[src/rtl/exc_pkg.sv]
package exc_pkg;

    localparam int unsigned CAUSE_W = 1;

    localparam logic [CAUSE_W-1:0] CAUSE_UNDEF = 1'b0;
    localparam logic [CAUSE_W-1:0] CAUSE_OVF   = 1'b1;

    // Stage numbering, youngest first: a fault at stage f kills stages 0..f.
    localparam int unsigned STG_FETCH   = 0;
    localparam int unsigned STG_DECODE  = 1;
    localparam int unsigned STG_EXECUTE = 2;
    localparam int unsigned N_STG       = 3;

    typedef enum logic [0:0] {
        ST_RUN    = 1'b0,
        ST_SQUASH = 1'b1
    } exc_state_e;

endpackage

[src/rtl/exc_oldest_pick.sv]
module exc_oldest_pick #(
    parameter int unsigned N_SRC = 2,
    parameter int unsigned AW    = 32,
    localparam int unsigned IW   = (N_SRC > 1) ? $clog2(N_SRC) : 1
) (
    input  logic [N_SRC-1:0]         req,
    input  logic [N_SRC-1:0][AW-1:0] src_pc,
    output logic                     hit,
    output logic [IW-1:0]            sel_idx,
    output logic [AW-1:0]            sel_pc
);

    // Index 0 is the oldest instruction; scanning downward lets it win.
    always_comb begin
        hit     = 1'b0;
        sel_idx = '0;
        sel_pc  = '0;
        for (int i = N_SRC - 1; i >= 0; i--) begin
            if (req[i]) begin
                hit     = 1'b1;
                sel_idx = IW'(i);
                sel_pc  = src_pc[i];
            end
        end
    end

endmodule

[src/rtl/exc_handler_addr.sv]
module exc_handler_addr #(
    parameter int unsigned XLEN          = 32,
    parameter int unsigned CW            = 1,
    parameter logic [31:0] SINGLE_ENTRY  = 32'h8000_0180,
    parameter logic [31:0] VEC_BASE      = 32'hC000_0000,
    parameter logic [31:0] VEC_STEP      = 32'h0000_0020
) (
    input  logic            vec_mode,
    input  logic [CW-1:0]   code,
    output logic [XLEN-1:0] addr
);

    logic [XLEN-1:0] vec_addr;

    always_comb begin
        vec_addr = XLEN'(VEC_BASE) + XLEN'(code) * XLEN'(VEC_STEP);
        addr     = vec_mode ? vec_addr : XLEN'(SINGLE_ENTRY);
    end

endmodule

[src/rtl/exc_capture_regs.sv]
module exc_capture_regs #(
    parameter int unsigned XLEN        = 32,
    parameter int unsigned CW          = 1,
    parameter int unsigned INSTR_BYTES = 4
) (
    input  logic            clk,
    input  logic            rst_n,
    input  logic            capture,
    input  logic [XLEN-1:0] fault_pc,
    input  logic [CW-1:0]   fault_code,
    output logic [XLEN-1:0] epc_q,
    output logic [CW-1:0]   cause_q
);

    always_ff @(posedge clk or negedge rst_n) begin
        if (!rst_n) begin
            epc_q   <= '0;
            cause_q <= '0;
        end else if (capture) begin
            epc_q   <= fault_pc + XLEN'(INSTR_BYTES);
            cause_q <= fault_code;
        end
    end

endmodule

[src/rtl/exc_flush_fsm.sv]
module exc_flush_fsm
    import exc_pkg::*;
#(
    parameter int unsigned NS = N_STG,
    localparam int unsigned SW = $clog2(NS)
) (
    input  logic          clk,
    input  logic          rst_n,
    input  logic          hit,
    input  logic [SW-1:0] fault_stage,
    output logic          take,
    output logic [NS-1:0] kill
);

    exc_state_e state_q, state_d;

    always_ff @(posedge clk or negedge rst_n) begin
        if (!rst_n) state_q <= ST_RUN;
        else        state_q <= state_d;
    end

    always_comb begin
        state_d = state_q;
        take    = 1'b0;
        unique case (state_q)
            ST_RUN: begin
                if (hit) begin
                    take    = 1'b1;
                    state_d = ST_SQUASH;
                end
            end
            ST_SQUASH: begin
                state_d = ST_RUN;
            end
            default: state_d = ST_RUN;
        endcase
    end

    for (genvar s = 0; s < NS; s++) begin : g_kill
        assign kill[s] = take && (SW'(s) <= fault_stage);
    end

endmodule

[src/rtl/exc_unit.sv]
module exc_unit
    import exc_pkg::*;
#(
    parameter int unsigned XLEN         = 32,
    parameter logic [31:0] SINGLE_ENTRY = 32'h8000_0180,
    parameter logic [31:0] VEC_BASE     = 32'hC000_0000,
    parameter logic [31:0] VEC_STEP     = 32'h0000_0020
) (
    input  logic            clk,
    input  logic            rst_n,
    input  logic            vec_mode,
    input  logic            id_undef,
    input  logic [XLEN-1:0] id_pc,
    input  logic            ex_ovf,
    input  logic [XLEN-1:0] ex_pc,
    output logic            take,
    output logic            kill_fetch,
    output logic            kill_decode,
    output logic            kill_execute,
    output logic [XLEN-1:0] redirect_pc,
    output logic [XLEN-1:0] epc,
    output logic [CAUSE_W-1:0] cause
);

    localparam int unsigned N_SRC = 2;
    localparam int unsigned IW    = $clog2(N_SRC);
    localparam int unsigned SW    = $clog2(N_STG);

    // Source 0 is older (execute), source 1 younger (decode).
    localparam logic [CAUSE_W-1:0] SRC_CODE  [N_SRC] = '{CAUSE_OVF, CAUSE_UNDEF};
    localparam logic [SW-1:0]      SRC_STAGE [N_SRC] = '{SW'(STG_EXECUTE), SW'(STG_DECODE)};

    logic [N_SRC-1:0]           src_req;
    logic [N_SRC-1:0][XLEN-1:0] src_pc;
    logic                       hit;
    logic [IW-1:0]              sel_idx;
    logic [XLEN-1:0]            sel_pc;
    logic [CAUSE_W-1:0]         sel_code;
    logic [SW-1:0]              sel_stage;
    logic [N_STG-1:0]           kill;

    assign src_req   = {id_undef, ex_ovf};
    assign src_pc    = {id_pc, ex_pc};
    assign sel_code  = SRC_CODE[sel_idx];
    assign sel_stage = SRC_STAGE[sel_idx];

    exc_oldest_pick #(
        .N_SRC (N_SRC),
        .AW    (XLEN)
    ) pick_i (
        .req     (src_req),
        .src_pc  (src_pc),
        .hit     (hit),
        .sel_idx (sel_idx),
        .sel_pc  (sel_pc)
    );

    exc_flush_fsm #(
        .NS (N_STG)
    ) fsm_i (
        .clk         (clk),
        .rst_n       (rst_n),
        .hit         (hit),
        .fault_stage (sel_stage),
        .take        (take),
        .kill        (kill)
    );

    exc_handler_addr #(
        .XLEN         (XLEN),
        .CW           (CAUSE_W),
        .SINGLE_ENTRY (SINGLE_ENTRY),
        .VEC_BASE     (VEC_BASE),
        .VEC_STEP     (VEC_STEP)
    ) vec_i (
        .vec_mode (vec_mode),
        .code     (sel_code),
        .addr     (redirect_pc)
    );

    exc_capture_regs #(
        .XLEN        (XLEN),
        .CW          (CAUSE_W),
        .INSTR_BYTES (4)
    ) cap_i (
        .clk        (clk),
        .rst_n      (rst_n),
        .capture    (take),
        .fault_pc   (sel_pc),
        .fault_code (sel_code),
        .epc_q      (epc),
        .cause_q    (cause)
    );

    assign kill_fetch   = kill[STG_FETCH];
    assign kill_decode  = kill[STG_DECODE];
    assign kill_execute = kill[STG_EXECUTE];

endmodule

[config.mk]
export PLATFORM = sky130hd
export DESIGN_NAME = exc_unit
export DESIGN_NICKNAME = d
export VERILOG_FILES = /design/src/rtl/exc_pkg.sv /design/src/rtl/exc_oldest_pick.sv /design/src/rtl/exc_handler_addr.sv /design/src/rtl/exc_capture_regs.sv /design/src/rtl/exc_flush_fsm.sv /design/src/rtl/exc_unit.sv
export SDC_FILE = /design/constraint.sdc
export NUM_CORES = 1
export LEC_CHECK = 0
export BUFFER_PORTS_ARGS = -buffer_cell sky130_fd_sc_hd__buf_2
export CAP_MARGIN = 15
export CORE_MARGIN = 1.5
export CORE_UTILIZATION = 49
export DETAILED_ROUTE_END_ITERATION = 7
export GPL_TIMING_DRIVEN = 0
export MAX_ROUTING_LAYER = met4
export PLACE_DENSITY = 0.93
export SETUP_SLACK_MARGIN = 0.15
export SLEW_MARGIN = 20
export SYNTH_ARGS = -nofsm -noshare
export SYNTH_HDL_FRONTEND = slang
export SYNTH_HIERARCHICAL = 1
export SYNTH_SLANG_ARGS = --single-unit
export TNS_END_PERCENT = 30
[constraint.sdc]
create_clock -name clk -period 4.3 [get_ports clk]
set_input_delay 0.215 -clock clk [delete_from_list [all_inputs] [get_ports clk]]
set_output_delay 0.215 -clock clk [all_outputs]
set_load 0.01 [all_outputs]
==> qor.yml <==
grt_usage_pct: 25.9
setup_viol: 0
die_w_um: 74.4
viasPerCell: 5.23
worstSetupEndpointType: "flip-flop"
r2r-start: "fsm_i/state_q"
gr-total-overflow: 0
synth.mux.area_fraction_pct: 1.80
grt_max_degree: 35
power_density_nw_per_um2: 309
wl_mm: 6.87
clockBufferDepth: 2
io_pins: 138
clockRootBuffer: "clkbuf_8"
dp_hpwl_mm: 5.26
cts_buffers: 5
ys.warnings.count: 6
synth-adder-area-share_pct: 0.501
ys_seq_elements: 34
hold_path.class: "input pin to asynchronous set/reset pin"
grt_first_pass_wirelength_mm: 10.6
finalHoldViolations: 15
synth_xor_area_share_pct: 4.91
syn_area_um2: 2500
coreArea_um2: 4820
drv_slew: 0
htree_num_levels: 2
postCtsSetupBuffers: 0
dr_total_vias: 2552
critPathLaunch: "id_undef"
die_h_um: 74.4
hold_buffers: 0
critPathMaxFanout: 10
max_freq_mhz: 473
status: "finished, violations left"
worstSetupEndpoint: "cap_i/epc_q[26]"
max_slew_margin_pct: 48.5
layout_worst_path_cycle_share_pct: 49.1
synth.largest_area_cell: "dfrtp_1"
numPortBuffers: 108
die_area_um2: 5530
synth_top_cell_area_share_pct: 34.1
yosys-top-cells-count: "34 x dfrtp_1, 31 x buf_4, 29 x a22o_1"
r2r_cells: 5
rsz0062_at_grt: "no"
clk_pin_slew_worst_paths_ns: 0.08
drive_gt1_share_pct: 40.6
fin_tns_setup_ns: 0
final_antenna_net_count: 0
drc: 0
critPathLaunchType: "input pin"
ys_types: 37
cts_tree: "built"
final_nets: 490
reg2reg_to: "cap_i/epc_q[20]"
vdd_ir_drop_max_v: 0.000197
start_util_pct: 51.8
drt_pass1_iterations: 4
synth_edf_count: 0
grt_pass1_vias: 2280
yosys-top-cells-area: "dfrtp_1 34%, a22o_1 10%, buf_4 9.3%"
cap_violations: 0
synth_simple_gate_area_share_pct: 22.1
place_inst: 480
ys_async_sr_fraction_pct: 100
ctsResizeCount: 0
diodes: 0
clk-insertion-delay-late_ns: 0.30
final_cell_count_no_fill: 488
drt_iter0_markers: 197
gp_congestion: 0.870
yosysSeqAreaShare_pct: 34.1
ys.flop_type: "dfrtp_1"
finalCriticalPeriod_ns: 2.11
synthMostInstantiatedCell: "dfrtp_1"
hold_slack_ns: -0.00894
rows: 25
p_leak_nw: 1.60
violations: "negative hold slack"
synth_top_family_by_area: "simple AND/OR/NAND/NOR gates"
area_growth_pct: 32.7
cts_num_sinks: 34
antenna_found_initial: 0
worstPathArrival_ns: 2.33
routedWlPerCell_um: 14.1
synth_compound_area_share_pct: 21.6
syn_inst: 279
synth.avg_cell_area_um2: 8.95
path_class: "input pin to flip-flop"
fin_skew_ns: 0.00697
required_ns: 4.51
r2r_slack_ns: 2.22
tightest_slew_ns: 0.773
==> registers in the layout, indices dropped and copies added (netlist names) <==
register / cells
cap_i/cause_q: 1
cap_i/epc_q: 32
fsm_i/state_q: 1
==> placed cells by master, fill, tap and decap left out, types with 4 or more instances in the layout <==
cell | Yosys | layout
or3_1 | 6 | 6
a31oi_1 | 13 | 13
o31ai_1 | 9 | 9
or4_1 | 8 | 8
buf_6 | 6 | 6
o21ai_0 | 6 | 6
nand3_1 | 9 | 9
nand4_1 | 11 | 11
clkbuf_8 | 0 | 6
buf_4 | 31 | 31
and2_1 | 5 | 5
and4_1 | 4 | 4
nand2_1 | 12 | 12
a22o_1 | 29 | 29
buf_2 | 5 | 113
mux2_2 | 4 | 4
xor2_1 | 10 | 10
inv_1 | 4 | 4
dfrtp_1 | 34 | 34
a21oi_1 | 14 | 14
xnor2_1 | 4 | 4
clkbuf_1 | 7 | 7
conb_1 | 2 | 28
nor2_1 | 27 | 27
==> metal layers <==
layer	wire length, um	vias up	part of all wire (%)	track usage [%]
li1	-	1248	-	-
met4	110	0	1.6	7.47
met5	0	-	0	-
met1	2770	1188	40	31.0
met2	3530	105	51	44.4
met3	459	11	6.7	5.01
==> area by class of cell <==
class                      count  area [um^2]
fill                         403         1500
multi-input combinational    218         1380
sequential                    34          851
timing repair buffer         108          541
buffer                        49          352
tap                           67         83.8
clock buffer                   6         82.6
inverter                       4         15.0
clock inverter                 2         12.5
==> worst min-delay path by stage <==
stage           from              end  slack, ns
6_report       rst_n  cap_i/epc_q[24]     -0.009
5_1_grt        rst_n  cap_i/epc_q[24]       0.06
4_1_cts        rst_n  cap_i/epc_q[18]       0.01
3_5_place_dp   rst_n  cap_i/epc_q[27]       0.34
3_3_place_gp   rst_n  cap_i/epc_q[30]       0.32
2_1_floorplan  rst_n    cap_i/cause_q      -0.08
==> stage by stage <==
stage	area (um^2)	util [%]	setup WS, ns	hold slack (ns)	power [W]
floorplan	2590	-	2.18	-0.0806	0.000627
global placement	3220	66.8	1.97	0.319	0.000760
detailed placement	3220	66.8	1.91	0.337	0.000773
CTS	3310	68.8	2.22	0.0141	0.00103
global route	3310	68.8	2.06	0.0574	0.00108
finish	3310	68.8	2.19	-0.00894	0.00102
==> power breakdown <==
group	leakage, nW	internal, W	switching [W]
combinational	1.16	0.000158	0.000197
sequential	0.394	0.000383	0.0000321
clock	0.0472	0.000129	0.000125
total	1.60	0.000669	0.000355
==> worst max-delay path: stages <==
cell	delay (ns)
buf_2	0.11
nor2b_4	0.21
buf_6	0.16
a22o_1	0.22
ha_1	0.20
and3_1	0.15
buf_2	0.20
nand2_2	0.14
or4_1	0.52
a31oi_1	0.20
==> cell families after synthesis <==
family                   Yosys count
multiplexers                       4
adder cells (fa/ha/maj)            1
AO/OA/AOI/OAI                     76
XOR/XNOR                          14
other                              2
buffers and inverters             53
flip-flops                        34
AND/OR/NAND/NOR                   95
(Power assumes the default switching activity.)
